===== src/rtl/cyc_tx_pkg.sv =====
package cyc_tx_pkg;
  localparam int unsigned CMD_W    = 8;
  localparam int unsigned CMD_RST  = 0;
  localparam int unsigned CMD_END  = 1;
  localparam int unsigned CMD_XMIT = 3;
  localparam int unsigned CMD_REP  = 5;
  localparam logic [CMD_W-1:0] CMD_KNOWN =
    CMD_W'((1 << CMD_RST) | (1 << CMD_END) | (1 << CMD_XMIT) | (1 << CMD_REP));

  typedef enum logic {
    ST_IDLE  = 1'b0,
    ST_CYCLE = 1'b1
  } seq_state_e;
endpackage


===== src/rtl/cyc_tx_buffer.sv =====
module cyc_tx_buffer #(
  parameter int unsigned DEPTH = 32,
  parameter int unsigned DW    = 8,
  localparam int unsigned FILL_W = $clog2(DEPTH + 1),
  localparam int unsigned PTR_W  = $clog2(DEPTH)
) (
  input  logic              clk_i,
  input  logic              rst_ni,
  input  logic              wr_en_i,
  input  logic [DW-1:0]     wr_data_i,
  input  logic              lock_i,
  input  logic              clr_i,
  input  logic [PTR_W-1:0]  rd_ptr_i,
  output logic [DW-1:0]     rd_data_o,
  output logic [FILL_W-1:0] fill_o,
  output logic              err_o
);
  logic [FILL_W-1:0]         fill_q;
  logic                      err_q;
  logic                      full_w;
  logic                      wr_ok_w;
  logic [DEPTH-1:0][DW-1:0]  rows_w;

  assign full_w  = (fill_q == FILL_W'(DEPTH));
  assign wr_ok_w = wr_en_i && !lock_i && !clr_i && !full_w;

  for (genvar i = 0; i < DEPTH; i++) begin : g_entry
    logic [DW-1:0] row_q;
    always_ff @(posedge clk_i or negedge rst_ni) begin
      if (!rst_ni)                                   row_q <= '0;
      else if (wr_ok_w && fill_q == FILL_W'(i))     row_q <= wr_data_i;
    end
    assign rows_w[i] = row_q;
  end

  always_ff @(posedge clk_i or negedge rst_ni) begin
    if (!rst_ni) begin
      fill_q <= '0;
      err_q  <= 1'b0;
    end else if (clr_i) begin
      fill_q <= '0;
      err_q  <= 1'b0;
    end else begin
      if (wr_ok_w) fill_q <= fill_q + FILL_W'(1);
      if (wr_en_i && (lock_i || full_w)) err_q <= 1'b1;
    end
  end

  assign rd_data_o = rows_w[rd_ptr_i];
  assign fill_o    = fill_q;
  assign err_o     = err_q;

  a_r1_fill_bound: assert property (@(posedge clk_i) disable iff (!rst_ni)
    fill_q <= FILL_W'(DEPTH));

  a_r8_locked_write: assert property (@(posedge clk_i) disable iff (!rst_ni)
    (lock_i && wr_en_i && !clr_i) |=> ($stable(fill_q) && err_q));

  a_r1_full_drop: assert property (@(posedge clk_i) disable iff (!rst_ni)
    (full_w && wr_en_i && !clr_i) |=> (fill_q == FILL_W'(DEPTH) && err_q));
endmodule


===== src/rtl/cyc_tx_seq.sv =====
module cyc_tx_seq
  import cyc_tx_pkg::*;
#(
  parameter int unsigned DEPTH = 32,
  parameter int unsigned DW    = 8,
  localparam int unsigned FILL_W = $clog2(DEPTH + 1),
  localparam int unsigned PTR_W  = $clog2(DEPTH),
  localparam int unsigned BIT_W  = $clog2(DW)
) (
  input  logic              clk_i,
  input  logic              rst_ni,
  input  logic              start_i,
  input  logic              clr_i,
  input  logic              bit_en_i,
  input  logic [FILL_W-1:0] fill_i,
  input  logic [DW-1:0]     rd_data_i,
  output logic [PTR_W-1:0]  rd_ptr_o,
  output logic              busy_o,
  output logic              txd_o
);
  seq_state_e       state_q;
  logic [PTR_W-1:0] rd_ptr_q;
  logic [BIT_W-1:0] bit_idx_q;
  logic             last_bit_w;
  logic             last_byte_w;

  assign last_bit_w  = (bit_idx_q == BIT_W'(DW - 1));
  assign last_byte_w = ((FILL_W'(rd_ptr_q) + FILL_W'(1)) == fill_i);

  always_ff @(posedge clk_i or negedge rst_ni) begin
    if (!rst_ni) begin
      state_q   <= ST_IDLE;
      rd_ptr_q  <= '0;
      bit_idx_q <= '0;
    end else if (clr_i) begin
      state_q   <= ST_IDLE;
      rd_ptr_q  <= '0;
      bit_idx_q <= '0;
    end else begin
      unique case (state_q)
        ST_IDLE: begin
          if (start_i && fill_i != '0) begin
            state_q   <= ST_CYCLE;
            rd_ptr_q  <= '0;
            bit_idx_q <= '0;
          end
        end
        ST_CYCLE: begin
          if (bit_en_i) begin
            if (last_bit_w) begin
              bit_idx_q <= '0;
              rd_ptr_q  <= last_byte_w ? '0 : rd_ptr_q + PTR_W'(1);
            end else begin
              bit_idx_q <= bit_idx_q + BIT_W'(1);
            end
          end
        end
        default: state_q <= ST_IDLE;
      endcase
    end
  end

  assign rd_ptr_o = rd_ptr_q;
  assign busy_o   = (state_q == ST_CYCLE);
  assign txd_o    = busy_o ? rd_data_i[bit_idx_q] : 1'b1;

  a_r2_start_pos: assert property (@(posedge clk_i) disable iff (!rst_ni)
    (start_i && !clr_i && !busy_o && fill_i != '0) |=>
      (busy_o && rd_ptr_q == '0 && bit_idx_q == '0));

  a_r3_hold: assert property (@(posedge clk_i) disable iff (!rst_ni)
    (busy_o && !bit_en_i && !clr_i) |=> ($stable(bit_idx_q) && $stable(rd_ptr_q)));

  a_r4_wrap: assert property (@(posedge clk_i) disable iff (!rst_ni)
    (busy_o && bit_en_i && !clr_i && last_bit_w && last_byte_w) |=>
      (busy_o && rd_ptr_q == '0 && bit_idx_q == '0));
endmodule


===== src/rtl/cyc_tx_repeater.sv =====
module cyc_tx_repeater
  import cyc_tx_pkg::*;
#(
  parameter int unsigned DEPTH = 32,
  parameter int unsigned DW    = 8,
  localparam int unsigned FILL_W = $clog2(DEPTH + 1),
  localparam int unsigned PTR_W  = $clog2(DEPTH)
) (
  input  logic              clk_i,
  input  logic              rst_ni,
  input  logic              wr_en_i,
  input  logic [DW-1:0]     wr_data_i,
  input  logic              cmd_en_i,
  input  logic [CMD_W-1:0]  cmd_i,
  input  logic              bit_en_i,
  output logic              txd_o,
  output logic              busy_o,
  output logic [FILL_W-1:0] fill_o,
  output logic              wr_err_o
);
  logic             cmd_ok_w;
  logic             clr_w;
  logic             start_w;
  logic [PTR_W-1:0] rd_ptr_w;
  logic [DW-1:0]    rd_data_w;

  // unassigned command bits void the whole command
  assign cmd_ok_w = cmd_en_i && ((cmd_i & ~CMD_KNOWN) == '0);
  assign clr_w    = cmd_ok_w && cmd_i[CMD_RST];
  assign start_w  = cmd_ok_w && !cmd_i[CMD_RST] && cmd_i[CMD_REP] && cmd_i[CMD_XMIT];

  cyc_tx_buffer #(.DEPTH(DEPTH), .DW(DW)) u_buf (
    .clk_i     (clk_i),
    .rst_ni    (rst_ni),
    .wr_en_i   (wr_en_i),
    .wr_data_i (wr_data_i),
    .lock_i    (busy_o),
    .clr_i     (clr_w),
    .rd_ptr_i  (rd_ptr_w),
    .rd_data_o (rd_data_w),
    .fill_o    (fill_o),
    .err_o     (wr_err_o)
  );

  cyc_tx_seq #(.DEPTH(DEPTH), .DW(DW)) u_seq (
    .clk_i     (clk_i),
    .rst_ni    (rst_ni),
    .start_i   (start_w),
    .clr_i     (clr_w),
    .bit_en_i  (bit_en_i),
    .fill_i    (fill_o),
    .rd_data_i (rd_data_w),
    .rd_ptr_o  (rd_ptr_w),
    .busy_o    (busy_o),
    .txd_o     (txd_o)
  );

  a_r5_reset_idle: assert property (@(posedge clk_i) disable iff (!rst_ni)
    (cmd_en_i && cmd_i[CMD_RST] && (cmd_i & ~CMD_KNOWN) == '0) |=>
      (!busy_o && txd_o && fill_o == '0 && !wr_err_o));

  a_r7_empty_start: assert property (@(posedge clk_i) disable iff (!rst_ni)
    (cmd_en_i && fill_o == '0 && !busy_o) |=> !busy_o);

  a_r9_bad_cmd: assert property (@(posedge clk_i) disable iff (!rst_ni)
    (cmd_en_i && !busy_o && ((cmd_i & ~CMD_KNOWN) != '0 || !cmd_i[CMD_REP] || !cmd_i[CMD_XMIT]))
      |=> !busy_o);

  a_r10_idle_high: assert property (@(posedge clk_i) disable iff (!rst_ni)
    !busy_o |-> txd_o);
endmodule


===== config.mk =====
export PLATFORM = sky130hd
export DESIGN_NAME = cyc_tx_repeater
export DESIGN_NICKNAME = d
export VERILOG_FILES = /design/src/rtl/cyc_tx_pkg.sv /design/src/rtl/cyc_tx_buffer.sv /design/src/rtl/cyc_tx_seq.sv /design/src/rtl/cyc_tx_repeater.sv
export SDC_FILE = /design/constraint.sdc
export NUM_CORES = 1
export LEC_CHECK = 0
export ABC_CLOCK_PERIOD_IN_PS = 6600
export CORE_MARGIN = 2
export CORE_UTILIZATION = 55
export DETAILED_ROUTE_END_ITERATION = 16
export GPL_TIMING_DRIVEN = 0
export PLACE_DENSITY = 0.73
export SYNTH_ARGS = -nofsm -noshare
export SYNTH_HDL_FRONTEND = slang
export SYNTH_SLANG_ARGS = --single-unit

===== constraint.sdc =====
create_clock -name clk_i -period 6.6 [get_ports clk_i]
set_input_delay 1.32 -clock clk_i [delete_from_list [all_inputs] [get_ports clk_i]]
set_output_delay 1.32 -clock clk_i [all_outputs]
set_load 0.01 [all_outputs]

==> impl_metrics.env <==
export IMPL_netlist_area_mm2=0.01297
export IMPL_fin_crit_ps=6160
export IMPL_tns_ps=0
export IMPL_synth_avg_cell_area_um2=14.64
export IMPL_cts_tree="done"
export IMPL_grt_use_total_pct=28.18
export IMPL_layout_cells_most_common="dfrtp_1"
export IMPL_hold_path_cell_count=1
export IMPL_avgRoutedWirePerCell_um=26.05
export IMPL_min_path_type="register to register"
export IMPL_r2r_slack_ps=3200
export IMPL_slew_headroom_pct=31.26
export IMPL_critPathMaxFanout=10
export IMPL_async_reset_ff_share_pct=100.0
export IMPL_crit_buf_inv=4
export IMPL_rr_endpoint="u_buf.g_entry[19].row_q[6]$_DFFE_PN0P_"
export IMPL_cell_internal_pwr_mw=4.234
export IMPL_drive_above_1_share_pct=37.31
export IMPL_htree_levels=1
export IMPL_synth_top_area_share_pct=52.47
export IMPL_drt_first_iter_violations=649
export IMPL_seq_area_frac_synth_pct=52.47
export IMPL_n_antenna_cell=0
export IMPL_fin_area_mm2=0.01461
export IMPL_yosys_area_top_type="dfrtp_1"
export IMPL_finalSetupViolations=0
export IMPL_synth_ff_type="dfrtp_1"
export IMPL_finClkSkew_ps=11.61
export IMPL_path_clk_slew_ps=70
export IMPL_min_to="u_buf.g_entry[10].row_q[5]$_DFFE_PN0P_"
export IMPL_syn_inst=886
export IMPL_rr_worst_depth=11
export IMPL_synth_edf_count=0
export IMPL_die_y_um=157.6
export IMPL_post_cts_setup_buffer_count=0
export IMPL_fmax_mhz=162.3
export IMPL_hold_viol=0
export IMPL_setup_ws_ps=439.9
export IMPL_clkSinkCount=272
export IMPL_cts_buffers=28
export IMPL_die_w_um=157.6
export IMPL_arrival_ps=4840
export IMPL_cts_resized=0
export IMPL_switching_share_pct=29.88
export IMPL_cts_hold_buf=0
export IMPL_ant_nets=0
export IMPL_critPathLaunchType="register"
export IMPL_firstDrtPassIters=5
export IMPL_yosys_warnings=0
export IMPL_drt_vias_per_instance=6.250
export IMPL_cp_data_required_time_ps=5280
export IMPL_synthDistinctLibCells=56
export IMPL_fin_nets=974
export IMPL_max_cap_viol_count=0
export IMPL_power_leakage_nw=6.390
export IMPL_core_area_mm2=0.02333
export IMPL_via_count=8025
export IMPL_overflow=0
export IMPL_drt_wl_total_um=33450
export IMPL_grt_pass1_vias=8033
export IMPL_place_ws_ps=1197
export IMPL_rsz0062_at_grt="false"
export IMPL_die_area_mm2=0.02483
export IMPL_status="completed"
export IMPL_rows=56
export IMPL_start_util_pct=55.59
export IMPL_comb_power_share_pct=28.9
export IMPL_max_stage_delay_ps=840
export IMPL_cp_top_family="buffers and inverters"
export IMPL_path_cells="buf_2 > buf_1 > clkbuf_1 > mux4_2 > a221oi_1 > o21ai_0 > o31ai_1 > o22ai_1 > clkdlybuf4s50_1"
export IMPL_final_util_pct=62.61
export IMPL_worstSetupPathType="register to output port"
export IMPL_hold_start="u_buf.g_entry[10].row_q[5]$_DFFE_PN0P_"
export IMPL_syn_num_nets=914
export IMPL_drc=0
export IMPL_mostFrequentLayoutCells="dfrtp_1 (272), mux2_2 (216), mux4_2 (61)"
export IMPL_cp_end_kind="output port"
export IMPL_dpl_hpwl_um=22870
export IMPL_synthTopCellsByArea="dfrtp_1 (52%), mux2_2 (19%), mux4_2 (11%)"
export IMPL_power_mw=6.038
export IMPL_maxSlewViolCount=0
export IMPL_grt_max_degree=119
export IMPL_grt_antenna_before_repair=1
export IMPL_post_route_period_util_pct=93.33
export IMPL_grt_pass1_wl_um=50850
export IMPL_clk_latency_ps=550
export IMPL_critPathSlowestCell="clkbuf_1"
export IMPL_p_clk_share_pct=25.6
export IMPL_worstMarginPinSlew_ps=1031
export IMPL_peakVddDrop_v=0.0002221
export IMPL_r2r_start="u_buf.fill_o[0]$_DFFE_PN0P_"
export IMPL_place_area_mm2=0.01371
export IMPL_power_frac_seq_pct=45.6
export IMPL_root_buffer="clkbuf_16"
export IMPL_yosys_register_bits=272
export IMPL_syn_to_final_growth_pct=12.63
export IMPL_port_buffers=28
export IMPL_cts_buffer_depth=3
export IMPL_gp_congestion=0.9554
export IMPL_powerDensity_mw_per_mm2=413.3
export IMPL_power_switching_mw=1.804
export IMPL_io_pins=30
-- cell usage after synthesis (all sizes together) (2+ instances only) --
cell type / n
dfrtp: 272
mux2: 259
mux4: 61
clkbuf: 39
nand2: 36
buf: 26
nand3: 26
mux2i: 20
nor2: 19
o21ai: 11
inv: 9
a21oi: 8
a211oi: 7
a22oi: 7
and2: 7
ha: 7
nand4: 7
and3: 6
nor2b: 6
nor4: 5
o22ai: 5
a31oi: 4
nor3: 4
xnor2: 4
a221oi: 3
nand2b: 3
o41ai: 3
xor2: 3
a22o: 2
and3b: 2
-- area by class of cell --
type | count | area [um2]
fillers | 1785 | 8723
clock inverters | 6 | 30.03
repair buffers | 30 | 340.3
inverters | 9 | 33.78
plain buffers | 65 | 296.5
clock buffers | 43 | 868.3
well taps | 319 | 399.1
multi-input cells | 540 | 5834
flip-flops and latches | 272 | 6807
-- flip-flops by register name (all words and copies together) (netlist names) --
register and flops:
u_seq.rd_ptr_o 5, u_seq.bit_idx_q 3, u_buf.fill_o 6, u_seq.busy_o 1
u_buf.g_entry.row_q 256, u_buf.err_o 1
-- power groups by stage --
stage | combinational (mW) | sequential (mW) | clock, mW
final | 1.74 | 2.75 | 1.54
after global routing | 1.87 | 2.83 | 1.63
after CTS | 1.73 | 2.74 | 1.56
after detailed placement | 1.73 | 2.77 | 0
after global placement | 1.67 | 2.74 | 0
after floorplan | 1.29 | 2.65 | 0
-- per-stage QoR --
step / cells / hold slack (ps)
detailed placement: 1235 / 476.5
CTS: 1284 / 489.7
finish: 1284 / 486.4
floorplan: 886 / 458.7
global route: 1284 / 503.4
global placement: 1233 / 468.8
-- worst max-delay path by stage --
stage	slack, ps	endpoint	startpoint	cells past startpoint
after floorplan	2900	txd_o	u_seq.rd_ptr_o[0]$_DFFE_PN0P_	8
after global placement	-7510	u_buf.g_entry[5].row_q[3]$_DFFE_PN0P_	rst_ni	1
after detailed placement	1200	txd_o	u_seq.rd_ptr_o[1]$_DFFE_PN0P_	9
after CTS	610	txd_o	u_seq.rd_ptr_o[1]$_DFFE_PN0P_	9
after global routing	400	txd_o	u_seq.rd_ptr_o[1]$_DFFE_PN0P_	9
final	440	txd_o	u_seq.rd_ptr_o[1]$_DFFE_PN0P_	9
-- layer usage --
metal / routed length, um / vias to the layer above / track usage (%) / share of wire (%)
li1: - / 3446 / - / -
met1: 14710 / 4223 / 41.59 / 44
met2: 15160 / 283 / 42.25 / 45
met3: 2325 / 71 / 5.283 / 6.9
met4: 1247 / 2 / 10.04 / 3.7
met5: 13 / - / 0 / 0.039
-- cells by family after synthesis --
| family | count (synthesis) | synth area share (%) |
|---|---|---|
| AO/OA/AOI/OAI | 59 | 3.183 |
| AND/OR/NAND/NOR | 127 | 6.029 |
| buffers and inverters | 74 | 2.547 |
| adder cells (fa/ha/maj) | 7 | 0.6752 |
| flip-flops | 272 | 52.47 |
| multiplexers | 340 | 34.62 |
| XOR/XNOR | 7 | 0.4727 |
No activity file was read; power rests on OpenSTA's default activity.
